==> config.mk <==
export PLATFORM = sky130hd
export DESIGN_NAME = step_seq_top
export DESIGN_NICKNAME = d
export VERILOG_FILES = /design/src/rtl/step_seq_pkg.sv /design/src/rtl/step_seq_regs.sv /design/src/rtl/step_seq_slot_cnt.sv /design/src/rtl/step_seq_event.sv /design/src/rtl/step_seq_phase_out.sv /design/src/rtl/step_seq_top.sv
export SDC_FILE = /design/constraint.sdc
export NUM_CORES = 1
export LEC_CHECK = 0
export BUFFER_PORTS_ARGS = -buffer_cell sky130_fd_sc_hd__buf_2
export CORE_MARGIN = 8
export CORE_UTILIZATION = 55
export CTS_CLUSTER_DIAMETER = 60
export CTS_CLUSTER_SIZE = 30
export DETAILED_ROUTE_END_ITERATION = 8
export GPL_TIMING_DRIVEN = 1
export PLACE_DENSITY = 0.76
export SYNTH_ARGS = -nofsm -noshare
export SYNTH_HDL_FRONTEND = slang
export SYNTH_SLANG_ARGS = --single-unit
==> constraint.sdc <==
create_clock -name clk -period 3.55 [get_ports clk]
set_input_delay 0 -clock clk [delete_from_list [all_inputs] [get_ports clk]]
set_output_delay 0 -clock clk [all_outputs]
set_load 0.01 [all_outputs]
==> src/rtl/step_seq_pkg.sv <==
package step_seq_pkg;

  // register select on the write port
  typedef enum logic [1:0] {
    REG_SLOT    = 2'd0,
    REG_PATTERN = 2'd1,
    REG_ACK     = 2'd2,
    REG_SPARE   = 2'd3
  } reg_sel_e;

  // acknowledge-register bit positions
  localparam int ACK_IRQ_BIT = 0;
  localparam int ACK_OVR_BIT = 1;

endpackage

==> src/rtl/step_seq_regs.sv <==
module step_seq_regs
  import step_seq_pkg::*;
#(
  parameter int CNT_W  = 16,
  parameter int PH_W   = 4,
  parameter int DATA_W = 16
) (
  input  logic              clk,
  input  logic              rst_n,
  input  logic              wr_en,
  input  logic [1:0]        wr_addr,
  input  logic [DATA_W-1:0] wr_data,
  output logic [CNT_W-1:0]  target,
  output logic [PH_W-1:0]   pattern,
  output logic              ack_irq,
  output logic              ack_ovr
);

  reg_sel_e sel;
  assign sel = reg_sel_e'(wr_addr);

  always_ff @(posedge clk or negedge rst_n) begin
    if (!rst_n) begin
      target  <= '0;
      pattern <= '0;
    end else if (wr_en) begin
      if (sel == REG_SLOT)    target  <= wr_data[CNT_W-1:0];
      if (sel == REG_PATTERN) pattern <= wr_data[PH_W-1:0];
    end
  end

  always_comb begin
    ack_irq = wr_en && (sel == REG_ACK) && wr_data[ACK_IRQ_BIT];
    ack_ovr = wr_en && (sel == REG_ACK) && wr_data[ACK_OVR_BIT];
  end

endmodule

==> src/rtl/step_seq_slot_cnt.sv <==
module step_seq_slot_cnt #(
  parameter int CNT_W = 16
) (
  input  logic             clk,
  input  logic             rst_n,
  input  logic             enable,
  input  logic             tick,
  input  logic [CNT_W-1:0] target,
  output logic             match
);

  logic [CNT_W-1:0] count;
  logic [CNT_W-1:0] count_nxt;
  logic             step;

  assign step      = enable && tick;
  assign count_nxt = count + 1'b1;
  assign match     = step && (count_nxt == target);

  always_ff @(posedge clk or negedge rst_n) begin
    if (!rst_n)       count <= '0;
    else if (!enable) count <= '0;
    else if (step)    count <= count_nxt;
  end

endmodule

==> src/rtl/step_seq_event.sv <==
module step_seq_event (
  input  logic clk,
  input  logic rst_n,
  input  logic match,
  input  logic ack_irq,
  input  logic ack_ovr,
  output logic irq,
  output logic overrun
);

  always_ff @(posedge clk or negedge rst_n) begin
    if (!rst_n) begin
      irq     <= 1'b0;
      overrun <= 1'b0;
    end else begin
      if (match)        irq <= 1'b1;
      else if (ack_irq) irq <= 1'b0;
      if (match && irq) overrun <= 1'b1;
      else if (ack_ovr) overrun <= 1'b0;
    end
  end

endmodule

==> src/rtl/step_seq_phase_out.sv <==
module step_seq_phase_out #(
  parameter int PH_W = 4
) (
  input  logic            clk,
  input  logic            rst_n,
  input  logic            enable,
  input  logic            match,
  input  logic [PH_W-1:0] pattern,
  output logic [PH_W-1:0] phase
);

  for (genvar i = 0; i < PH_W; i++) begin : g_line
    always_ff @(posedge clk or negedge rst_n) begin
      if (!rst_n)       phase[i] <= 1'b0;
      else if (!enable) phase[i] <= 1'b0;
      else if (match)   phase[i] <= pattern[i];
    end
  end

endmodule

==> src/rtl/step_seq_top.sv <==
module step_seq_top #(
  parameter int CNT_W  = 16,
  parameter int PH_W   = 4,
  parameter int DATA_W = 16
) (
  input  logic              clk,
  input  logic              rst_n,
  input  logic              enable,
  input  logic              tick,
  input  logic              wr_en,
  input  logic [1:0]        wr_addr,
  input  logic [DATA_W-1:0] wr_data,
  output logic [PH_W-1:0]   phase,
  output logic              irq,
  output logic              overrun
);

  logic [CNT_W-1:0] target;
  logic [PH_W-1:0]  pattern;
  logic             ack_irq;
  logic             ack_ovr;
  logic             match;

  step_seq_regs #(.CNT_W(CNT_W), .PH_W(PH_W), .DATA_W(DATA_W)) u_regs (
    .clk(clk), .rst_n(rst_n), .wr_en(wr_en), .wr_addr(wr_addr),
    .wr_data(wr_data), .target(target), .pattern(pattern),
    .ack_irq(ack_irq), .ack_ovr(ack_ovr)
  );

  step_seq_slot_cnt #(.CNT_W(CNT_W)) u_cnt (
    .clk(clk), .rst_n(rst_n), .enable(enable), .tick(tick),
    .target(target), .match(match)
  );

  step_seq_event u_evt (
    .clk(clk), .rst_n(rst_n), .match(match), .ack_irq(ack_irq),
    .ack_ovr(ack_ovr), .irq(irq), .overrun(overrun)
  );

  step_seq_phase_out #(.PH_W(PH_W)) u_out (
    .clk(clk), .rst_n(rst_n), .enable(enable), .match(match),
    .pattern(pattern), .phase(phase)
  );

endmodule

[After elaboration in Yosys (flattened, before gate mapping)]
Cells that the tools add are included.
Storage, ports and cells
  register bits after elaboration: 42
  input port bits: 23
  output and inout port bits: 6
Operators by class
  add/sub/neg operators: 1
  equal/unequal tests: 5
  mux-type cells: 14
  reduce and logical (&&, ||, !) cells: 11
Operators by type and width (number)
  16-bit two-way mux: 2
  16-bit by 1-bit adder with 16-bit output, second input constant: 1
  16-bit equality test: 1
  1-bit two-way mux: 12
  1-bit logical AND: 6
  2-bit by 1-bit != test with 1-bit output, second input constant: 2
  2-bit AND reduction: 2
  2-bit nonzero test: 2
  2-bit by 1-bit equality test with 1-bit output, second input constant: 1
  2-bit equality test, second input constant: 1
  2-bit logical NOT: 1

[Logic depth before layout (Yosys ltp)]
  word-level depth: 5
  depth in mapped cells: 7
  depth with buffers taken out: 7

[By module]
From an unflattened synthesis, not the netlist that was laid out.
Unflattened totals
  cell total of the unflattened synthesis: 211
  area total of the unflattened synthesis: 2321.0 um2
Modules (own cells, without submodules)
  step_seq_slot_cnt: times used 1, cells an instance 145, area each 1282.5 um2
  step_seq_regs: times used 1, cells an instance 46, area each 788.3 um2
  step_seq_phase_out: times used 1, cells an instance 13, area each 176.4 um2
  step_seq_event: times used 1, cells an instance 7, area each 73.8 um2

[Least setup slack after synthesis]
OpenSTA, ideal clock, no wires.
  path type: reg2reg
  from: register u_cnt.count[0]
  to: register u_out.phase[0]
  setup time: 125 ps
  data arrival time: 1913 ps
  setup slack: 1512 ps
  cell stages (with the launch flop): 8
  path buffers: 0
  path through: dfrtp_1 ha_1 nand3_4 and2_1 or3_1 a32oi_2 nand4_4 mux2i_1
On the way
  longest elaborated chain between the ends: 4
Ends and longest elaborated chain
  start, declared: line step_seq_slot_cnt.sv:12  | logic [CNT_W-1:0] count;
  start signal, assigned: line step_seq_slot_cnt.sv:23  | else if (step) count <= count_nxt;
  16-bit by 1-bit adder with 16-bit output: line step_seq_slot_cnt.sv:17  | assign count_nxt = count + 1'b1;
  16-bit equality test: line step_seq_slot_cnt.sv:18  | assign match = step && (count_nxt == target);
  1-bit logical AND: line step_seq_slot_cnt.sv:18
  2-bit by 1-bit != test with 1-bit output (no source line)
  end signal, assigned by index: line step_seq_phase_out.sv:16  | else if (match) phase[i] <= pattern[i];
  end, declared: line step_seq_phase_out.sv:9  | output logic [PH_W-1:0] phase
No other way between the ends.
A chain may end at the register's enable or synchronous reset.

[Worst setup path after layout]
  from: register u_cnt.count[0]
  to: register u_out.phase[3]
The elaborated chain is that of the path after synthesis.

==> metrics.txt <==
post-DR vias/cell=5.495; # rows=23; die area=approximately 0.0065 sq mm; hpwl dp=between 3000 and 4000 um; CP max stage delay=between 0.4 and 0.5 ns; area grow syn2layout=18.81%; Synth area leaders=dfrtp_1, mux2_2, xnor2_1, xor2_1, and2_1; via count=roughly 1.7k; pin count of the biggest net entering global routing=43; grt ovf=0; VDD IR-drop max=0.3025 mV; Reg clk slew, reported paths=0.08 ns; internal cell power=between 700 and 800 uW; H-tree depth=2; dpl ws=1.343 ns; total CTS buffers=5; Tcrit/Tclk final=between 60% and 70%; final hold violations=0; post-synth top area cell=dfrtp_1; DRT iter0 DRCs=between 80 and 90; cells after synthesis=211; Clk pwr share=about 29%; vias in the first global route=about 1.7k; syn avg cell area=between 10 and 15 sq um; Worst-Skew Late Latency=0.30 ns; clock sink count=42; port bufs=28; fin. max-slew vios=0; actual transition at the worst max-transition pin=0.8999 ns; max cap viols=0; Die Wd=80.88 um; Post-DP Area=about 0.0025 sq mm; hold crit path type=in2reg; sw power=approximately 280 uW; fin nets=280; core area=0.004029 sq mm; EDFF count, synth=0; most frequent cells after synthesis=dfrtp_1, nand2_1, mux2_2; Overall Global Routing Usage=approximately 16%; CTS tree=yes; mapped cell area=approximately 0.0023 sq mm; share of cells above drive strength 1=between 20% and 30%; RSZ-0062 raised after global routing=false; WS Path Type=reg2reg; Hold WS=roughly 0.053 ns; crit path max fanout=9; Crit path arrival time=between 2 and 2.5 ns; Final ANT Viol Nets=0; DRC violations left=0; Synth top area share=a little under half; Max-slew headroom=40.01%; CTS max path bufs=2; final setup fails=0; count leader, synth=dfrtp_1; post-route minimum period=between 2 and 2.5 ns; # resized after CTS=0; Worst path slowest cell=dfrtp_1; CP startpoint kind=register; Synth Register Bits=between 40 and 50; pwr dens=between 300 and 400 mW/mm^2; f_max=between 400 and 500 MHz; CP Cell Sequence=ha_1, nand3_4, and2_1, or3_1, a32oi_2, nand4_4, mux2i_1; Leak=roughly 0.0013 uW; Clock Skew=0.007994 ns; first-pass GRT wire length=8052 um; diode count=0; Avg WL per Cell=between 15 and 20 um; clk root buf=clkbuf_8; Pwr Total=about 1000 uW; final WL=about 4700 um; yosys warns=0; routability-driven placement congestion ratio=~0.85; I/O pin total=29; initial antenna violation count=0; TritonRoute pass-1 iters=4; Worst R2R Setup Slack=1.34 ns; CP Data Required Time=approximately 3.7 ns; die span in y=80.88 um; postcts setup bufs=0; Synth cell types=44; Starting Density=57.45%; Fin Setup TNS=0 ns; Critical Path Sink Type=register; slack of the critical path=1.341 ns; Switching Fraction=~27%; FFs w/ async S/R, synth=100.0%; sequential element share of the synthesized area=between 40 and 50%; Post-synth top flop=dfrtp_1; status=completed; combinational share of power=17.1%; fin area=between 0.002 and 0.003 sq mm; syn nets=235; register share of total power=a little over half
==> worst max-delay path, delay by kind of cell (launching register included) <==
family,cells,cell delay [ns]
multiplexers,1,0.17
flip-flops,1,0.44
AO/OA/AOI/OAI,1,0.26
adder cells (fa/ha/maj),1,0.31
AND/OR/NAND/NOR,4,0.93
==> timing repair <==
item / in CTS / in global routing
setup endpoints to repair: 0 / 0
hold buffers: 17 / 0
hold endpoints to repair: 61 / 0
==> metrics by stage <==
stage / instances / util, %
2_1_floorplan: 211 / -
3_3_place_gp: 282 / 61.80
3_5_place_dp: 282 / 61.80
4_1_cts: 307 / 68.26
5_1_grt: 307 / 68.26
6_report: 307 / 68.26
==> power by group through the flow <==
stage | logic [uW] | clock network (uW) | registers, uW
2_1_floorplan | 124 | 0 | 557
3_3_place_gp | 161 | 0 | 567
3_5_place_dp | 165 | 0 | 569
4_1_cts | 180 | 313 | 559
5_1_grt | 198 | 332 | 564
6_report | 178 | 306 | 558
==> sequential cells by signal, summed over array words and instances, names as in the netlist <==
register,flops
u_regs.pattern,4
u_evt.irq,1
u_out.phase,4
u_evt.overrun,1
u_cnt.count,16
u_regs.target,16
==> layer usage <==
layer  GRT usage [%]  vias up  part of all wire, %
li1                -      825                    -
met1           20.82      829                   48
met2           24.78       28                   47
met3           4.084        5                  3.4
met4           5.893        0                  1.5
met5               0        -                    0
==> layout by cell type, fill, tap and decap left out, types with 7 or more instances in the layout <==
cell | Yosys | layout
mux2_2 | 17 | 17
mux2i_1 | 7 | 7
and2_1 | 14 | 14
nand2_1 | 18 | 18
nand4_1 | 7 | 7
xor2_1 | 16 | 16
dfrtp_1 | 42 | 42
o21ai_0 | 7 | 7
xnor2_1 | 16 | 16
inv_1 | 9 | 9
buf_2 | 4 | 28
dlygate4sd3_1 | 0 | 17
==> cell type report <==
| class | count | area [sq um] |
|---|---|---|
| clock buffer | 5 | 68.82 |
| clock inverter | 3 | 21.27 |
| sequential | 42 | 1051 |
| inverter | 9 | 33.78 |
| tap | 50 | 62.56 |
| multi-input combinational | 152 | 1195 |
| timing repair buffer | 46 | 317.8 |
| fill | 298 | 1279 |
==> path summary, 6_finish.rpt <==
kind / start / to / cells after the start
worst min register to register: u_regs.pattern[0] / u_regs.pattern[0] / 2
worst max-delay path: u_cnt.count[0] / u_out.phase[3] / 7
max in group asynchronous: rst_n / u_cnt.count[13] / 2
worst min-delay path: wr_en / u_evt.irq / 4
min in group asynchronous: rst_n / u_regs.pattern[2] / 2
worst max register to register: u_cnt.count[0] / u_out.phase[3] / 7
==> logic make-up (layout without fill, tap and decap cells) <==
kind of cell	after synthesis	in the layout	share of synthesized area (%)
simple gates	76	76	21.24
flops	42	42	45.41
xor+xnor	33	33	13.13
mux	24	24	11.30
compound gates	18	18	5.406
buf+inv	17	63	2.973
fa+ha+maj	1	1	0.5405
(Power assumes the default switching activity.)
